**config.mk**
```make
export PLATFORM = sky130hd
export DESIGN_NAME = flash_erase_seq
export DESIGN_NICKNAME = d
export VERILOG_FILES = /design/src/rtl/flash_erase_pkg.sv /design/src/rtl/erase_spi_shifter.sv /design/src/rtl/erase_seq_fsm.sv /design/src/rtl/flash_erase_seq.sv
export SDC_FILE = /design/constraint.sdc
export NUM_CORES = 1
export LEC_CHECK = 0
export CAP_MARGIN = 25
export CORE_UTILIZATION = 44
export DETAILED_ROUTE_END_ITERATION = 16
export PLACE_DENSITY = 0.69
export SYNTH_ARGS = -nofsm -noshare
export SYNTH_HDL_FRONTEND = slang
export SYNTH_SLANG_ARGS = --single-unit
export TNS_END_PERCENT = 100
```
**constraint.sdc**
```tcl
create_clock -name clk -period 3.14 [get_ports clk]
set_input_delay 0.628 -clock clk [delete_from_list [all_inputs] [get_ports clk]]
set_output_delay 0.628 -clock clk [all_outputs]
set_load 0.1 [all_outputs]
```
**src/rtl/flash_erase_pkg.sv**
```systemverilog
package flash_erase_pkg;

  typedef enum logic [2:0] {
    ST_IDLE,
    ST_WREN,
    ST_CHK_OP,
    ST_CHK_RD,
    ST_ERASE,
    ST_POLL_OP,
    ST_POLL_RD,
    ST_GAP
  } seq_state_t;

  localparam logic [7:0] OP_WR_ENABLE = 8'h06;
  localparam logic [7:0] OP_RD_STATUS = 8'h05;
  localparam logic [7:0] FILL_BYTE    = 8'h00;

  // Selects one flag out of a received status byte.
  function automatic logic flag_at(input logic [7:0] status, input int idx);
    return status[idx];
  endfunction

  // Opcode that opens the transaction belonging to a given state.
  function automatic logic [7:0] opcode_for(input seq_state_t st, input logic [7:0] erase_op);
    case (st)
      ST_WREN:  return OP_WR_ENABLE;
      ST_ERASE: return erase_op;
      default:  return OP_RD_STATUS;
    endcase
  endfunction

endpackage

```
**src/rtl/erase_spi_shifter.sv**
```systemverilog
module erase_spi_shifter #(
  parameter int CLK_DIV = 2
) (
  input  logic       clk,
  input  logic       rst_n,
  input  logic       go,
  input  logic [7:0] tx_byte,
  input  logic       miso,
  output logic       sck,
  output logic       mosi,
  output logic       byte_done,
  output logic [7:0] rx_byte,
  output logic       active
);
  localparam int DW = (CLK_DIV > 1) ? $clog2(CLK_DIV) : 1;
  localparam logic [DW-1:0] DIV_LAST = DW'(CLK_DIV - 1);

  logic [DW-1:0] div_cnt;
  logic [2:0]    bit_idx;
  logic [7:0]    tx_sh;
  logic [7:0]    rx_sh;
  logic          half_tick;

  assign half_tick = active && (div_cnt == DIV_LAST);
  assign rx_byte   = rx_sh;

  always_ff @(posedge clk or negedge rst_n) begin
    if (!rst_n) begin
      active    <= 1'b0;
      div_cnt   <= '0;
      bit_idx   <= '0;
      tx_sh     <= '0;
      rx_sh     <= '0;
      sck       <= 1'b0;
      mosi      <= 1'b0;
      byte_done <= 1'b0;
    end else begin
      byte_done <= 1'b0;
      if (go) begin
        active  <= 1'b1;
        div_cnt <= '0;
        bit_idx <= '0;
        sck     <= 1'b0;
        tx_sh   <= tx_byte;
        mosi    <= tx_byte[7];
      end else if (active) begin
        if (half_tick) begin
          div_cnt <= '0;
          if (!sck) begin
            sck   <= 1'b1;
            rx_sh <= {rx_sh[6:0], miso};
          end else begin
            sck <= 1'b0;
            if (bit_idx == 3'd7) begin
              active    <= 1'b0;
              byte_done <= 1'b1;
            end else begin
              bit_idx <= bit_idx + 3'd1;
              tx_sh   <= {tx_sh[6:0], 1'b0};
              mosi    <= tx_sh[6];
            end
          end
        end else begin
          div_cnt <= div_cnt + DW'(1);
        end
      end
    end
  end

  assert_sck_idle_R10: assert property (@(posedge clk) disable iff (!rst_n)
    !active |-> !sck);

  assert_done_ends_R10: assert property (@(posedge clk) disable iff (!rst_n)
    byte_done |-> !active);

endmodule

```
**src/rtl/erase_seq_fsm.sv**
```systemverilog
module erase_seq_fsm
  import flash_erase_pkg::*;
#(
  parameter logic [7:0] ERASE_OP    = 8'h60,
  parameter int         CS_HIGH_MIN = 4,
  parameter int         POLL_LIMIT  = 64,
  parameter int         BUSY_BIT    = 0,
  parameter int         WEL_BIT     = 1
) (
  input  logic       clk,
  input  logic       rst_n,
  input  logic       start,
  input  logic       byte_done,
  input  logic [7:0] rx_byte,
  output logic       go,
  output logic [7:0] tx_byte,
  output logic       cs_n,
  output logic       done,
  output logic       error
);
  localparam int GW = $clog2(CS_HIGH_MIN + 1);
  localparam int PW = $clog2(POLL_LIMIT + 1);
  localparam logic [GW-1:0] GAP_LAST  = GW'(CS_HIGH_MIN - 1);
  localparam logic [PW-1:0] POLL_LAST = PW'(POLL_LIMIT - 1);

  seq_state_t    state, after_gap;
  logic [GW-1:0] gap_cnt;
  logic [PW-1:0] poll_cnt;
  logic          wel_seen, busy_seen, gap_over, poll_spent;

  assign wel_seen   = flag_at(rx_byte, WEL_BIT);
  assign busy_seen  = flag_at(rx_byte, BUSY_BIT);
  assign gap_over   = (gap_cnt == GAP_LAST);
  assign poll_spent = (poll_cnt == POLL_LAST);

  always_ff @(posedge clk or negedge rst_n) begin
    if (!rst_n) begin
      state     <= ST_IDLE;
      after_gap <= ST_IDLE;
      gap_cnt   <= '0;
      poll_cnt  <= '0;
      go        <= 1'b0;
      tx_byte   <= FILL_BYTE;
      cs_n      <= 1'b1;
      done      <= 1'b0;
      error     <= 1'b0;
    end else begin
      go    <= 1'b0;
      done  <= 1'b0;
      error <= 1'b0;
      case (state)
        ST_IDLE: if (start) begin
          cs_n    <= 1'b0;
          go      <= 1'b1;
          tx_byte <= opcode_for(ST_WREN, ERASE_OP);
          state   <= ST_WREN;
        end
        ST_WREN: if (byte_done) begin
          cs_n      <= 1'b1;
          gap_cnt   <= '0;
          after_gap <= ST_CHK_OP;
          state     <= ST_GAP;
        end
        ST_GAP: begin
          if (gap_over) begin
            state <= after_gap;
            if (after_gap != ST_IDLE) begin
              cs_n    <= 1'b0;
              go      <= 1'b1;
              tx_byte <= opcode_for(after_gap, ERASE_OP);
            end
          end else begin
            gap_cnt <= gap_cnt + GW'(1);
          end
        end
        ST_CHK_OP: if (byte_done) begin
          go      <= 1'b1;
          tx_byte <= FILL_BYTE;
          state   <= ST_CHK_RD;
        end
        ST_CHK_RD: if (byte_done) begin
          cs_n    <= 1'b1;
          gap_cnt <= '0;
          state   <= ST_GAP;
          if (wel_seen) begin
            after_gap <= ST_ERASE;
          end else begin
            error     <= 1'b1;
            after_gap <= ST_IDLE;
          end
        end
        ST_ERASE: if (byte_done) begin
          cs_n      <= 1'b1;
          gap_cnt   <= '0;
          after_gap <= ST_POLL_OP;
          state     <= ST_GAP;
        end
        ST_POLL_OP: if (byte_done) begin
          go       <= 1'b1;
          tx_byte  <= FILL_BYTE;
          poll_cnt <= '0;
          state    <= ST_POLL_RD;
        end
        ST_POLL_RD: if (byte_done) begin
          if (!busy_seen || poll_spent) begin
            cs_n      <= 1'b1;
            done      <= !busy_seen;
            error     <= busy_seen;
            gap_cnt   <= '0;
            after_gap <= ST_IDLE;
            state     <= ST_GAP;
          end else begin
            poll_cnt <= poll_cnt + PW'(1);
            go       <= 1'b1;
            tx_byte  <= FILL_BYTE;
          end
        end
        default: state <= ST_IDLE;
      endcase
    end
  end

  // Independent count of deselect time, used only by the gap check.
  logic [GW-1:0] hi_run;
  always_ff @(posedge clk or negedge rst_n) begin
    if (!rst_n)                                 hi_run <= GW'(CS_HIGH_MIN);
    else if (!cs_n)                             hi_run <= '0;
    else if (hi_run < GW'(CS_HIGH_MIN))         hi_run <= hi_run + GW'(1);
  end

  assert_cs_gap_R7: assert property (@(posedge clk) disable iff (!rst_n)
    $fell(cs_n) |-> (hi_run >= GW'(CS_HIGH_MIN)));

  assert_excl_R8: assert property (@(posedge clk) disable iff (!rst_n)
    !(done && error));

  assert_done_pulse_R8: assert property (@(posedge clk) disable iff (!rst_n)
    (done || error) |=> !(done || error));

  assert_poll_open_R5: assert property (@(posedge clk) disable iff (!rst_n)
    (state == ST_POLL_RD) |-> !cs_n);

  assert_poll_bound_R6: assert property (@(posedge clk) disable iff (!rst_n)
    (state == ST_POLL_RD) |-> (poll_cnt <= POLL_LAST));

  assert_entry_from_idle_R9: assert property (@(posedge clk) disable iff (!rst_n)
    (state != ST_IDLE && state != ST_WREN) |=> (state != ST_WREN));

endmodule

```
**src/rtl/flash_erase_seq.sv**
```systemverilog
module flash_erase_seq #(
  parameter int         CLK_DIV     = 2,
  parameter logic [7:0] ERASE_OP    = 8'h60,
  parameter int         CS_HIGH_MIN = 4,
  parameter int         POLL_LIMIT  = 64
) (
  input  logic clk,
  input  logic rst_n,
  input  logic start,
  output logic done,
  output logic error,
  output logic spi_cs_n,
  output logic spi_sck,
  output logic spi_mosi,
  input  logic spi_miso
);
  logic       xfer_go;
  logic       byte_done;
  logic       shift_active;
  logic [7:0] tx_byte;
  logic [7:0] rx_byte;

  erase_seq_fsm #(
    .ERASE_OP   (ERASE_OP),
    .CS_HIGH_MIN(CS_HIGH_MIN),
    .POLL_LIMIT (POLL_LIMIT),
    .BUSY_BIT   (0),
    .WEL_BIT    (1)
  ) u_fsm (
    .clk      (clk),
    .rst_n    (rst_n),
    .start    (start),
    .byte_done(byte_done),
    .rx_byte  (rx_byte),
    .go       (xfer_go),
    .tx_byte  (tx_byte),
    .cs_n     (spi_cs_n),
    .done     (done),
    .error    (error)
  );

  erase_spi_shifter #(
    .CLK_DIV(CLK_DIV)
  ) u_shift (
    .clk      (clk),
    .rst_n    (rst_n),
    .go       (xfer_go),
    .tx_byte  (tx_byte),
    .miso     (spi_miso),
    .sck      (spi_sck),
    .mosi     (spi_mosi),
    .byte_done(byte_done),
    .rx_byte  (rx_byte),
    .active   (shift_active)
  );

  assert_sck_needs_cs_R10: assert property (@(posedge clk) disable iff (!rst_n)
    spi_cs_n |-> !spi_sck);

  assert_shift_inside_cs_R2: assert property (@(posedge clk) disable iff (!rst_n)
    shift_active |-> !spi_cs_n);

endmodule

```
==> impl_metrics.csv <==
group,metric,value,unit
timing,drv_slew,0,
cts,cts_tree,"done",
cts,cts_buffers,5,
cts,cts_resized,0,
finish,utilization,51.20,%
timing,relSlewSlack,40.91,%
yosys,synth.area.top_cells,"dfrtp_1 48%, nand2_1 5.7%, mux2_2 4.3%",
grt,antenna_found_initial,0,
pwr,clock_power_share,21.6,%
worst_hold_path,hp-class,"in -> async",
cts,path_clk_slew,0.08,ns
pwr,p_seq_share,42.7,%
finish,syn2layout_area_growth,9.444,%
timing,clock.fmax,0.4503,GHz
critical_path,start_kind,"flip-flop",
critical_path,cp.arrival,2.40,ns
yosys,synth_edf_count,0,
yosys,synthAdderAreaFrac,3.586,%
timing,worst_slack,0.9190,ns
yosys,yosys.area.top_type,"dfrtp_1",
routing,wire_per_inst,13.80,µm
timing,period_share,70.73,%
cts,h-tree-depth,2,
finish,drive_gt1_share,14.09,%
critical_path,critical_path_required,3.32,ns
yosys,synth-xor-area-share,2.092,%
yosys,ys_warn_count,0,
pwr,total_leakage_power,1.078,nW
pwr,cellPowerDensity,889.7,nW/µm²
yosys,synth-main-ff-cell,"dfrtp_1",
place,preCtsSetupSlack,0.8839,ns
critical_path,cp_cell_sequence,"inv_1 > ha_1 > or3_1 > mux2_2",
routing,drt-total-wl,3.754,mm
finish,fill_cells,405,
routing,drtIter0Drc,64,
cts,clockBufferDepth,2,
grt,grt_max_degree,42,
yosys,synth-simple-area-share,20.62,%
place,port_buffers,8,
place,place.gp.congestion,0.7349,
pwr,vdd_drop_max,0.4333,mV
place,placed_area,2171,µm²
critical_path,cp_slowest_cell,"dfrtp_1",
timing,finalSetupViolations,0,
critical_path,path_class,"reg -> reg",
cts,clock_latency,0.29,ns
yosys,ys_seq_elements,41,
run_status,status,"complete, no violations",
floorplan,placementRows,24,
timing,rsz0062_at_grt,"no",
routing,vias_per_cell,5.474,
timing,worst_pin_slew,0.8864,ns
cts,cts-root-buf,"clkbuf_8",
yosys,synth.most_common_cell,"dfrtp_1",
critical_path,endpoint_kind,"flip-flop",
timing,tns,0,ns
cts,holdBufCountCts,0,
yosys,async_flop_share,100.0,%
cts,post_cts_buffers,0,
yosys,syn_nets,225,
place,hpwlAfterDp,2.475,mm
timing,skew,0.006841,ns
cts,clock-sinks,41,
job,maxCapViolations,0,
yosys,synthCells,215,
yosys,synth_top_family_by_area,"simple AND/OR/NAND/NOR gates",
yosys,muxShareOfSynthArea,8.129,%
critical_path,critPathMaxStageDelay,0.73,ns
pwr,netSwitchingPower,804.3,µW
floorplan,coreArea,4474,µm²
timing,finalHoldViolCount,0,
finish,postLayoutCellArea,2291,µm²
floorplan,fp.dieH,70.98,µm
routing,first_pass_iters,6,
pwr,p_comb_share,35.7,%
pwr,power.internal,1.234,mW
floorplan,initial_core_util,46.78,%
grt,grt_pass1_wl,6.396,mm
grt,grt_pass1_vias,1419,
timing,layout_min_cycle_time,2.221,ns
place,dp.cells,264,
pwr,p_sw_share,39.46,%
grt,gr-total-overflow,0,
yosys,syn_area,2093,µm²
floorplan,ioPinCount,9,
finish,diodes,0,
finish,nets,229,
critical_path,ff2ff_setup_slack,0.92,ns
yosys,synth_top_area_share,47.82,%
yosys,ys_top_cells_by_count,"40 x dfrtp_1, 32 x nand2_1, 23 x nor2_1",
grt,track_usage,16.39,%
timing,whs,0.4568,ns
yosys,synth_compound_area_share,12.49,%
floorplan,dieArea,5037,µm²
routing,antenna_left,0,
floorplan,die_w,70.98,µm
yosys,synth-seq-area-share,49.07,%
routing,drc_errors,0,
critical_path,crit_path_max_fanout,20,
yosys,syn_avg_cell_area,9.736,µm²
pwr,total_power,2.038,mW
yosys,yosysUniqueCellTypes,46,
finish,final_cells,272,
routing,vias,1489,
-- cells in the final DEF (no fill, tap or decap), types with 6 or more instances in the layout --
cell and count:
dfrtp_1 40, nand2_1 32, nor2_1 23, a21oi_1 13
inv_1 9, o21ai_0 9, mux2i_1 8, mux2_2 8
ha_1 6, clkbuf_8 6
-- flip-flops by register name, summed over array words and instances (netlist names), 2 cells and up --
register         flops
u_shift.rx_byte      2
u_fsm.after_gap      3
u_fsm.tx_byte        4
u_shift.bit_idx      3
u_fsm.gap_cnt        3
u_fsm.state          3
u_shift.tx_sh        7
u_fsm.poll_cnt       7
-- final timing paths --
kind,from,end,depth (start not counted)
max in group asynchronous,rst_n,u_fsm.gap_cnt[2],1
hold / removal,rst_n,u_shift.div_cnt,1
hold reg to reg,u_fsm.tx_byte[1],u_shift.tx_sh[1],2
min in group clk,u_fsm.tx_byte[1],u_shift.tx_sh[1],2
setup reg to reg,u_fsm.state[0],u_fsm.after_gap[0],4
setup / recovery,u_fsm.state[0],u_fsm.after_gap[0],4
-- final cells by class --
class | instances | area (µm²) | share of cell area (%)
Clock buffer | 6 | 82.58 | 3.605
Tap cell | 52 | 65.06 | 2.840
Sequential cell | 41 | 1027 | 44.84
Timing Repair Buffer | 8 | 62.56 | 2.731
Clock inverter | 2 | 37.54 | 1.638
Multi-Input combinational cell | 154 | 982.2 | 42.87
Inverter | 9 | 33.78 | 1.475
-- critical path, delay by kind of cell, from the launching register on --
kind / cells / cell delay [ns]
AND/OR/NAND/NOR: 1 / 0.47
adder cells (fa/ha/maj): 1 / 0.44
flip-flops: 1 / 0.73
buffers and inverters: 1 / 0.17
multiplexers: 1 / 0.30
-- per-layer routing --
layer	wire [µm]	GRT usage, %
met5	0	0
met4	57	6.667
met3	89	3.419
met2	1795	27.46
met1	1813	20.78
-- power groups by stage --
stage	combinational [mW]	clock (mW)	sequential, mW
2_1_floorplan	0.577	0	0.884
3_3_place_gp	0.718	0	0.874
3_5_place_dp	0.735	0	0.877
4_1_cts	0.737	0.452	0.869
5_1_grt	0.828	0.470	0.898
6_report	0.728	0.439	0.870
-- kinds of logic (layout without fill, tap and decap cells) --
family	after synthesis	after routing
adders and majority gates	6	6
DFF	41	41
and+or+nand+nor	86	86
xor gates and xnor gates	5	5
AOI/OAI and AO/OA	41	41
muxes	16	16
buffers and inverters	20	25
No activity file was read; power rests on OpenSTA's default activity.
